[src/rtl/sbs_pkg.sv]
package sbs_pkg;
  typedef enum logic [1:0] {ST_IDLE, ST_FETCH, ST_SHIFT, ST_STORE} sbs_state_e;

  localparam logic [1:0] ADDR_CTRL  = 2'd0;
  localparam logic [1:0] ADDR_COUNT = 2'd1;
  localparam logic [1:0] ADDR_DIV   = 2'd2;
  localparam logic [1:0] ADDR_GO    = 2'd3;

  typedef struct packed {
    logic blk_mode;
    logic ext_clk;
    logic lsb_first;
  } sbs_ctrl_t;
endpackage

[src/rtl/sbs_regs.sv]
module sbs_regs
  import sbs_pkg::*;
#(
  parameter int RW    = 8,
  parameter int CNT_W = 8,
  parameter int DIV_W = 8
) (
  input  logic             clk,
  input  logic             rst_n,
  input  logic             wr,
  input  logic [1:0]       addr,
  input  logic [RW-1:0]    wdata,
  output sbs_ctrl_t        ctrl,
  output logic [CNT_W-1:0] count,
  output logic [DIV_W-1:0] div,
  output logic             go
);
  sbs_ctrl_t        ctrl_q;
  logic [CNT_W-1:0] count_q;
  logic [DIV_W-1:0] div_q;

  always_ff @(posedge clk or negedge rst_n) begin
    if (!rst_n) begin
      ctrl_q  <= '0;
      count_q <= '0;
      div_q   <= '0;
    end else if (wr) begin
      case (addr)
        ADDR_CTRL:  ctrl_q  <= sbs_ctrl_t'(wdata[2:0]);
        ADDR_COUNT: count_q <= wdata[CNT_W-1:0];
        ADDR_DIV:   div_q   <= wdata[DIV_W-1:0];
        default: ;
      endcase
    end
  end

  assign ctrl  = ctrl_q;
  assign count = count_q;
  assign div   = div_q;
  assign go    = wr && (addr == ADDR_GO) && wdata[0];
endmodule

[src/rtl/sbs_clkgen.sv]
module sbs_clkgen #(
  parameter int DIV_W       = 8,
  parameter int SYNC_STAGES = 2
) (
  input  logic             clk,
  input  logic             rst_n,
  input  logic             run,
  input  logic             ext_mode,
  input  logic [DIV_W-1:0] half_div,
  input  logic             sck_in,
  output logic             sck_o,
  output logic             sck_oe,
  output logic             fall_ev,
  output logic             rise_ev
);
  logic [DIV_W-1:0]       cnt_q;
  logic                   sck_q;
  logic                   tick;
  logic [SYNC_STAGES-1:0] sync_q;
  logic                   ext_s;
  logic                   ext_prev_q;

  assign tick = run && !ext_mode && (cnt_q == half_div);

  always_ff @(posedge clk or negedge rst_n) begin
    if (!rst_n) begin
      cnt_q <= '0;
      sck_q <= 1'b1;
    end else if (!run || ext_mode) begin
      cnt_q <= '0;
      sck_q <= 1'b1;
    end else if (tick) begin
      cnt_q <= '0;
      sck_q <= ~sck_q;
    end else begin
      cnt_q <= cnt_q + 1'b1;
    end
  end

  generate
    if (SYNC_STAGES == 1) begin : g_sync1
      always_ff @(posedge clk or negedge rst_n) begin
        if (!rst_n) sync_q <= '1;
        else        sync_q <= sck_in;
      end
    end else begin : g_syncn
      always_ff @(posedge clk or negedge rst_n) begin
        if (!rst_n) sync_q <= '1;
        else        sync_q <= {sync_q[SYNC_STAGES-2:0], sck_in};
      end
    end
  endgenerate

  assign ext_s = sync_q[SYNC_STAGES-1];

  always_ff @(posedge clk or negedge rst_n) begin
    if (!rst_n) ext_prev_q <= 1'b1;
    else        ext_prev_q <= ext_s;
  end

  always_comb begin
    if (ext_mode) begin
      fall_ev = run && ext_prev_q && !ext_s;
      rise_ev = run && !ext_prev_q && ext_s;
    end else begin
      fall_ev = tick && sck_q;
      rise_ev = tick && !sck_q;
    end
  end

  assign sck_o  = sck_q;
  assign sck_oe = !ext_mode;

  // a stopped generator returns the clock to its high rest level
  a_r3_stop_rests_high: assert property (@(posedge clk) disable iff (!rst_n)
    !run |=> sck_o);
  // following an outside clock never toggles the driven clock
  a_r9_ext_driven_high: assert property (@(posedge clk) disable iff (!rst_n)
    ext_mode |=> sck_o);
endmodule

[src/rtl/sbs_shifter.sv]
module sbs_shifter #(
  parameter int W = 8
) (
  input  logic                 clk,
  input  logic                 rst_n,
  input  logic                 load,
  input  logic [W-1:0]         load_data,
  input  logic                 lsb_first,
  input  logic                 fall_ev,
  input  logic                 rise_ev,
  input  logic                 grp_end,
  input  logic [$clog2(W)-1:0] grp_idx,
  input  logic                 sdi,
  output logic                 sdo_bit,
  output logic [W-1:0]         data
);
  localparam int GW = $clog2(W);
  localparam logic [GW-1:0] LAST = GW'(W - 1);

  logic [W-1:0]  sh_q;
  logic [W-1:0]  shifted;
  logic [W-1:0]  aligned;
  logic [GW-1:0] amt;
  logic          rx_bit_q;

  always_comb begin
    shifted = lsb_first ? {rx_bit_q, sh_q[W-1:1]} : {sh_q[W-2:0], rx_bit_q};
    amt     = LAST - grp_idx;
    aligned = lsb_first ? (shifted >> amt) : (shifted << amt);
  end

  always_ff @(posedge clk or negedge rst_n) begin
    if (!rst_n)       rx_bit_q <= 1'b0;
    else if (fall_ev) rx_bit_q <= sdi;
  end

  always_ff @(posedge clk or negedge rst_n) begin
    if (!rst_n)       sh_q <= '0;
    else if (load)    sh_q <= load_data;
    else if (rise_ev) sh_q <= grp_end ? aligned : shifted;
  end

  assign sdo_bit = lsb_first ? sh_q[0] : sh_q[W-1];
  assign data    = sh_q;

  // the shift register moves only on a rising serial edge or a load
  a_r4_hold_between_edges: assert property (@(posedge clk) disable iff (!rst_n)
    (!load && !rise_ev) |=> $stable(sh_q));
  // the input bit is taken from sdi at the falling edge
  a_r4_capture_on_fall: assert property (@(posedge clk) disable iff (!rst_n)
    fall_ev |=> (rx_bit_q == $past(sdi)));
endmodule

[src/rtl/sync_block_serial.sv]
module sync_block_serial
  import sbs_pkg::*;
#(
  parameter int W           = 8,
  parameter int CNT_W       = 8,
  parameter int DIV_W       = 8,
  parameter int RW          = 8,
  parameter int SYNC_STAGES = 2
) (
  input  logic          clk,
  input  logic          rst_n,
  input  logic          reg_wr,
  input  logic [1:0]    reg_addr,
  input  logic [RW-1:0] reg_wdata,
  input  logic          sck_i,
  output logic          sck_o,
  output logic          sck_oe,
  input  logic          sdi,
  output logic          sdo,
  input  logic          txb_valid,
  output logic          txb_ready,
  input  logic [W-1:0]  txb_data,
  output logic          rxb_valid,
  input  logic          rxb_ready,
  output logic [W-1:0]  rxb_data,
  output logic          done
);
  localparam int GW    = $clog2(W);
  localparam int REM_W = CNT_W + 1;

  sbs_state_e       st_q;
  sbs_ctrl_t        ctrl, act_q;
  logic [CNT_W-1:0] count;
  logic [DIV_W-1:0] div, div_q;
  logic             go;
  logic [REM_W-1:0] rem_q;
  logic [GW-1:0]    grp_q;
  logic             done_q;
  logic             fall_ev, rise_ev;
  logic             grp_end;
  logic             sdo_bit;
  logic             running;
  logic             load;

  sbs_regs #(.RW(RW), .CNT_W(CNT_W), .DIV_W(DIV_W)) u_regs (
    .clk(clk), .rst_n(rst_n), .wr(reg_wr), .addr(reg_addr), .wdata(reg_wdata),
    .ctrl(ctrl), .count(count), .div(div), .go(go)
  );

  assign running = (st_q == ST_SHIFT);
  assign load    = (st_q == ST_FETCH) && txb_valid;
  assign grp_end = (grp_q == GW'(W - 1)) || (rem_q == REM_W'(1));

  sbs_clkgen #(.DIV_W(DIV_W), .SYNC_STAGES(SYNC_STAGES)) u_clkgen (
    .clk(clk), .rst_n(rst_n), .run(running), .ext_mode(act_q.ext_clk),
    .half_div(div_q), .sck_in(sck_i), .sck_o(sck_o), .sck_oe(sck_oe),
    .fall_ev(fall_ev), .rise_ev(rise_ev)
  );

  sbs_shifter #(.W(W)) u_shifter (
    .clk(clk), .rst_n(rst_n), .load(load), .load_data(txb_data),
    .lsb_first(act_q.lsb_first), .fall_ev(fall_ev), .rise_ev(rise_ev),
    .grp_end(grp_end), .grp_idx(grp_q), .sdi(sdi), .sdo_bit(sdo_bit),
    .data(rxb_data)
  );

  always_ff @(posedge clk or negedge rst_n) begin
    if (!rst_n) begin
      st_q   <= ST_IDLE;
      act_q  <= '0;
      div_q  <= '0;
      rem_q  <= '0;
      grp_q  <= '0;
      done_q <= 1'b0;
    end else begin
      case (st_q)
        ST_IDLE: if (go) begin
          act_q  <= ctrl;
          div_q  <= div;
          rem_q  <= ctrl.blk_mode ? ({1'b0, count} + REM_W'(1)) : REM_W'(W);
          done_q <= 1'b0;
          st_q   <= ST_FETCH;
        end
        ST_FETCH: if (txb_valid) begin
          grp_q <= '0;
          st_q  <= ST_SHIFT;
        end
        ST_SHIFT: if (rise_ev) begin
          rem_q <= rem_q - REM_W'(1);
          grp_q <= grp_q + 1'b1;
          if (grp_end) st_q <= ST_STORE;
        end
        ST_STORE: if (rxb_ready) begin
          if (rem_q == '0) begin
            st_q   <= ST_IDLE;
            done_q <= 1'b1;
          end else begin
            st_q <= ST_FETCH;
          end
        end
        default: st_q <= ST_IDLE;
      endcase
    end
  end

  assign txb_ready = (st_q == ST_FETCH);
  assign rxb_valid = (st_q == ST_STORE);
  assign sdo       = running ? sdo_bit : 1'b1;
  assign done      = done_q;

  // the clock rests high outside the shifting phase
  a_r3_rest_high: assert property (@(posedge clk) disable iff (!rst_n)
    !running |-> sck_o);
  // a stored byte is held until memory takes it
  a_r6_rx_hold: assert property (@(posedge clk) disable iff (!rst_n)
    (rxb_valid && !rxb_ready) |=> (rxb_valid && $stable(rxb_data)));
  // a fetch request stays up until a byte arrives
  a_r6_tx_wait: assert property (@(posedge clk) disable iff (!rst_n)
    (txb_ready && !txb_valid) |=> txb_ready);
  // done only while neither stream is active
  a_r8_done_quiet: assert property (@(posedge clk) disable iff (!rst_n)
    done |-> (!txb_ready && !rxb_valid && !running));
  // remaining bit count never exceeds the largest transfer
  a_r5_rem_bound: assert property (@(posedge clk) disable iff (!rst_n)
    rem_q <= REM_W'(1 << CNT_W));
endmodule

[config.mk]
export PLATFORM = sky130hd
export DESIGN_NAME = sync_block_serial
export DESIGN_NICKNAME = d
export VERILOG_FILES = /design/src/rtl/sbs_pkg.sv /design/src/rtl/sbs_regs.sv /design/src/rtl/sbs_clkgen.sv /design/src/rtl/sbs_shifter.sv /design/src/rtl/sync_block_serial.sv
export SDC_FILE = /design/constraint.sdc
export NUM_CORES = 1
export LEC_CHECK = 0
export CAP_MARGIN = 20
export CORE_ASPECT_RATIO = 0.7
export CORE_MARGIN = 5
export CORE_UTILIZATION = 30
export DETAILED_ROUTE_END_ITERATION = 10
export DONT_BUFFER_PORTS = 1
export PLACE_DENSITY_LB_ADDON = 0.15
export SLEW_MARGIN = 20
export SYNTH_ARGS = -nofsm -noshare
export SYNTH_HDL_FRONTEND = slang
export SYNTH_SLANG_ARGS = --single-unit
[constraint.sdc]
create_clock -name clk -period 4.19 [get_ports clk]
set_input_delay 0.2095 -clock clk [delete_from_list [all_inputs] [get_ports clk]]
set_output_delay 0.2095 -clock clk [all_outputs]
set_load 0.01 [all_outputs]
==> summary.txt <==
Power and ir drop
  • P_sw: 1130 uW
  • Flop pwr share: 38.4%
  • Internal: 1720 uW
  • Power Total: 2850 uW
  • Leak Pwr: 0.00185 uW
  • Power share of the clock group: 26.1%
  • Switching Fraction: 39.8%
  • Power density cells: 633 mW/mm^2
  • Combinational power share: 35.4%
  • Peak supply drop: 212 uV

Timing
  • Worst Tran Pin Value: 0.952 ns
  • Final-report max-slew violation count: 0
  • Final Hold Fails: 0
  • RSZ-0062 raised after global routing: no
  • Endpoints failing setup: 0
  • WHS: 0.0236 ns
  • TNS Setup: 0 ns
  • Worst Clk Skew: 0.00485 ns
  • Fin crit share: 66.7%
  • Slew HR: 36.5%
  • Fmax: 358 MHz
  • Minimum clock period: 2.79 ns

Detailed routing
  • Antenna-violating nets left: 0
  • DR WL/cell: 18.4 um
  • Drt initial violations: 302
  • DRT Wirelength: 10300 um
  • Router iterations before antenna repair: 5
  • Vias per cell: 5.40
  • Total number of vias: 3034
  • DRC violations left: 0

Worst setup path
  • Most frequent CP cell: inv_1
  • Startpoint types: flip-flop
  • Critical path data required time: 4.41 ns
  • Critical path, cell by cell: inv_1 > ha_1 > inv_1 > o21ai_0 > and3_1 > a21oi_1 > o22a_1
  • Crit path max fanout: 16
  • Max incr delay on CP: 0.61 ns
  • Critical Path AT: 3.01 ns
  • Slowest cell on the critical path: ha_1
  • Kind of critical path: reg2reg
  • Delay-heaviest family, CP: compound AO/OA/AOI/OAI gates
  • Critical path endpoint category: flip-flop
  • Buffers and inverters on the worst path: 2

Synthesis
  • #FFs+latches synth: 65
  • Register area share after synthesis: 40.8%
  • Synth Net Count: 423
  • Synth top area cells: dfrtp_1 38%, mux2_2 9.0%, mux2i_1 4.5%
  • Yosys cell types: 65
  • Netlist Area Pre-Place: 0.00400 mm^2
  • Post-synth top flop: dfrtp_1
  • EDFF count, synth: 0
  • Top-area cell type share of the netlist area: 38.2%
  • Average size of a mapped cell: 10.3 um^2
  • Syn Inst Count: 387
  • Yosys warns: 0
  • Post-synth top area cell: dfrtp_1
  • Async set-or-reset flop fraction in the synthesized netlist: 100%
  • Top-count cell post-synth: dfrtp_1
  • Post-synth top cells: 61 x dfrtp_1, 32 x mux2_2, 32 x nand2_1

Clock tree
  • Clock slew at reported path FFs: 0.06 ns
  • Worst skew pair latency: 0.33 ns
  • CTS tree: yes
  • Max Buffers Root-to-Sink: 2
  • Post-CTS Resized: 0
  • Clock Sinks: 65
  • Clock H-tree levels: 3
  • CTS buffer count: 9
  • Root Buffer: clkbuf_16

GRT
  • Vias in the first global route: 2923
  • First-pass GRT wire length: 16800 um
  • Tot GR Track Use: 13.5%
  • Grt ovf: 0
  • Largest net degree at the start of global routing: 66
  • Initial antenna violation count: 0

Floorplanning
  • Rows: 35
  • I/O pin count: 39
  • Die width: 148 um
  • Core area: 0.0131 mm^2
  • Starting density of the core: 30.5%
  • Die area: 0.0158 mm^2
  • Die height: 107 um

Placed design
  • IO buf count: 0
  • Routability-driven placement congestion ratio: 0.820
  • Hpwl dp: 7440 um

Cells and area
  • Nets@finish: 428
  • Multi-input logic area: 0.00222 mm^2
  • Share of cells above drive strength 1: 18.2%
  • Fillcell total: 1305
  • Area Growth Syn to Fin: 12.6%
  • ANT cells: 0
  • Register area: 0.00163 mm^2

Hold path
  • Min-delay worst type: in2reg

Job
  • Max_cap viols: 0

Status
  • Run status: finished, final reports clean
## per-layer routing
metal	vias up	track usage [%]	part of all wire, %	wire [um]
met5	-	0	0	0
met4	0	3.43	0.95	98
met3	8	3.62	5.6	576
met2	82	19.0	43	4420
met1	1484	20.3	51	5250
li1	1460	-	-	-
## sequential cells by signal, indices dropped and copies added, names as in the netlist
signal and cells:
act_q 2, div_q 8, done 1, grp_q 3, rem_q 9, st_q 2
u_clkgen.cnt_q 8, u_clkgen.ext_prev_q 1, u_clkgen.sck_o 1, u_clkgen.sync_q 2, u_regs.count 8, u_regs.ctrl 3
u_regs.div 8, u_shifter.data 8, u_shifter.rx_bit_q 1
## timing repair
| item | in CTS | in global routing |
|---|---|---|
| hold buffers | 7 | 0 |
| hold endpoints to repair | 70 | 0 |
| buffers inserted | 0 | 0 |
## per-stage QoR
step / worst slack, ns / area, um^2 / util (%) / std cells
after global placement: 1.39 / 4120 / 31.5 / 540
after detailed placement: 1.39 / 4120 / 31.5 / 540
after global routing: 1.16 / 4500 / 34.4 / 562
after CTS: 1.37 / 4500 / 34.4 / 562
after floorplan: 2.20 / 4000 / - / 387
final: 1.40 / 4500 / 34.4 / 562
## final timing paths
path,startpoint,endpoint,slack (ns),cells past startpoint
setup reg to reg,st_q[0],rem_q[5],1.40,7
max in group asynchronous,rst_n,u_clkgen.sck_o,3.45,2
setup / recovery,st_q[0],rem_q[5],1.40,7
min in group asynchronous,rst_n,u_clkgen.cnt_q[2],0.41,2
hold reg to reg,u_clkgen.sync_q[0],u_clkgen.sync_q[1],0.36,0
hold / removal,txb_data[5],u_shifter.data[5],0.02,1
## layout by cell type (no fill, tap or decap), types with 3 or more instances in the layout
master          n
dfrtp_1        61
nand2_1        32
mux2_2         32
nor2_1         27
o21ai_0        20
xor2_1         19
mux2i_1        18
nand3_1        16
inv_1          13
a21oi_1        12
ha_1           11
nor3_1         10
clkbuf_16       9
o22ai_1         7
and3_1          6
a31oi_1         6
dlygate4sd3_1   6
a311oi_1        5
nor4_1          4
a32o_1          4
nor2b_1         4
a221o_1         4
dfstp_2         4
a211oi_1        3
nand4_1         3
mux4_2          3
## power groups by stage
| stage | clock network (uW) | logic (uW) | registers [uW] |
|---|---|---|---|
| after floorplan | 0 | 850 | 981 |
| after global placement | 0 | 986 | 1110 |
| after detailed placement | 0 | 985 | 1110 |
| after CTS | 777 | 1010 | 1100 |
| after global routing | 797 | 1130 | 1130 |
| final | 745 | 1010 | 1100 |
## final cells by class
class / count / area share, %
Timing Repair Buffer: 9 / 2.28
Sequential cell: 65 / 36.3
Tap cell: 166 / 4.61
Clock inverter: 6 / 1.50
Clock buffer: 9 / 5.00
Multi-Input combinational cell: 294 / 49.3
Inverter: 13 / 1.08
## worst register-to-register path: stages, from the launching register on
cell	delay, ns
dfrtp_1	0.42
inv_1	0.14
ha_1	0.61
inv_1	0.44
o21ai_0	0.60
and3_1	0.25
a21oi_1	0.06
o22a_1	0.17
## cells by family (layout without fill, tap and decap cells)
family	after synthesis	after routing	share of synthesized area (%)
xor gates and xnor gates	20	20	4.38
muxes	53	53	15.2
buffers and inverters	28	37	3.69
AOI/OAI and AO/OA	88	88	17.0
adders and majority gates	11	11	3.44
DFF	65	65	40.8
and+or+nand+nor	122	122	15.4
Note: power is estimated with default switching activity, not from simulation.
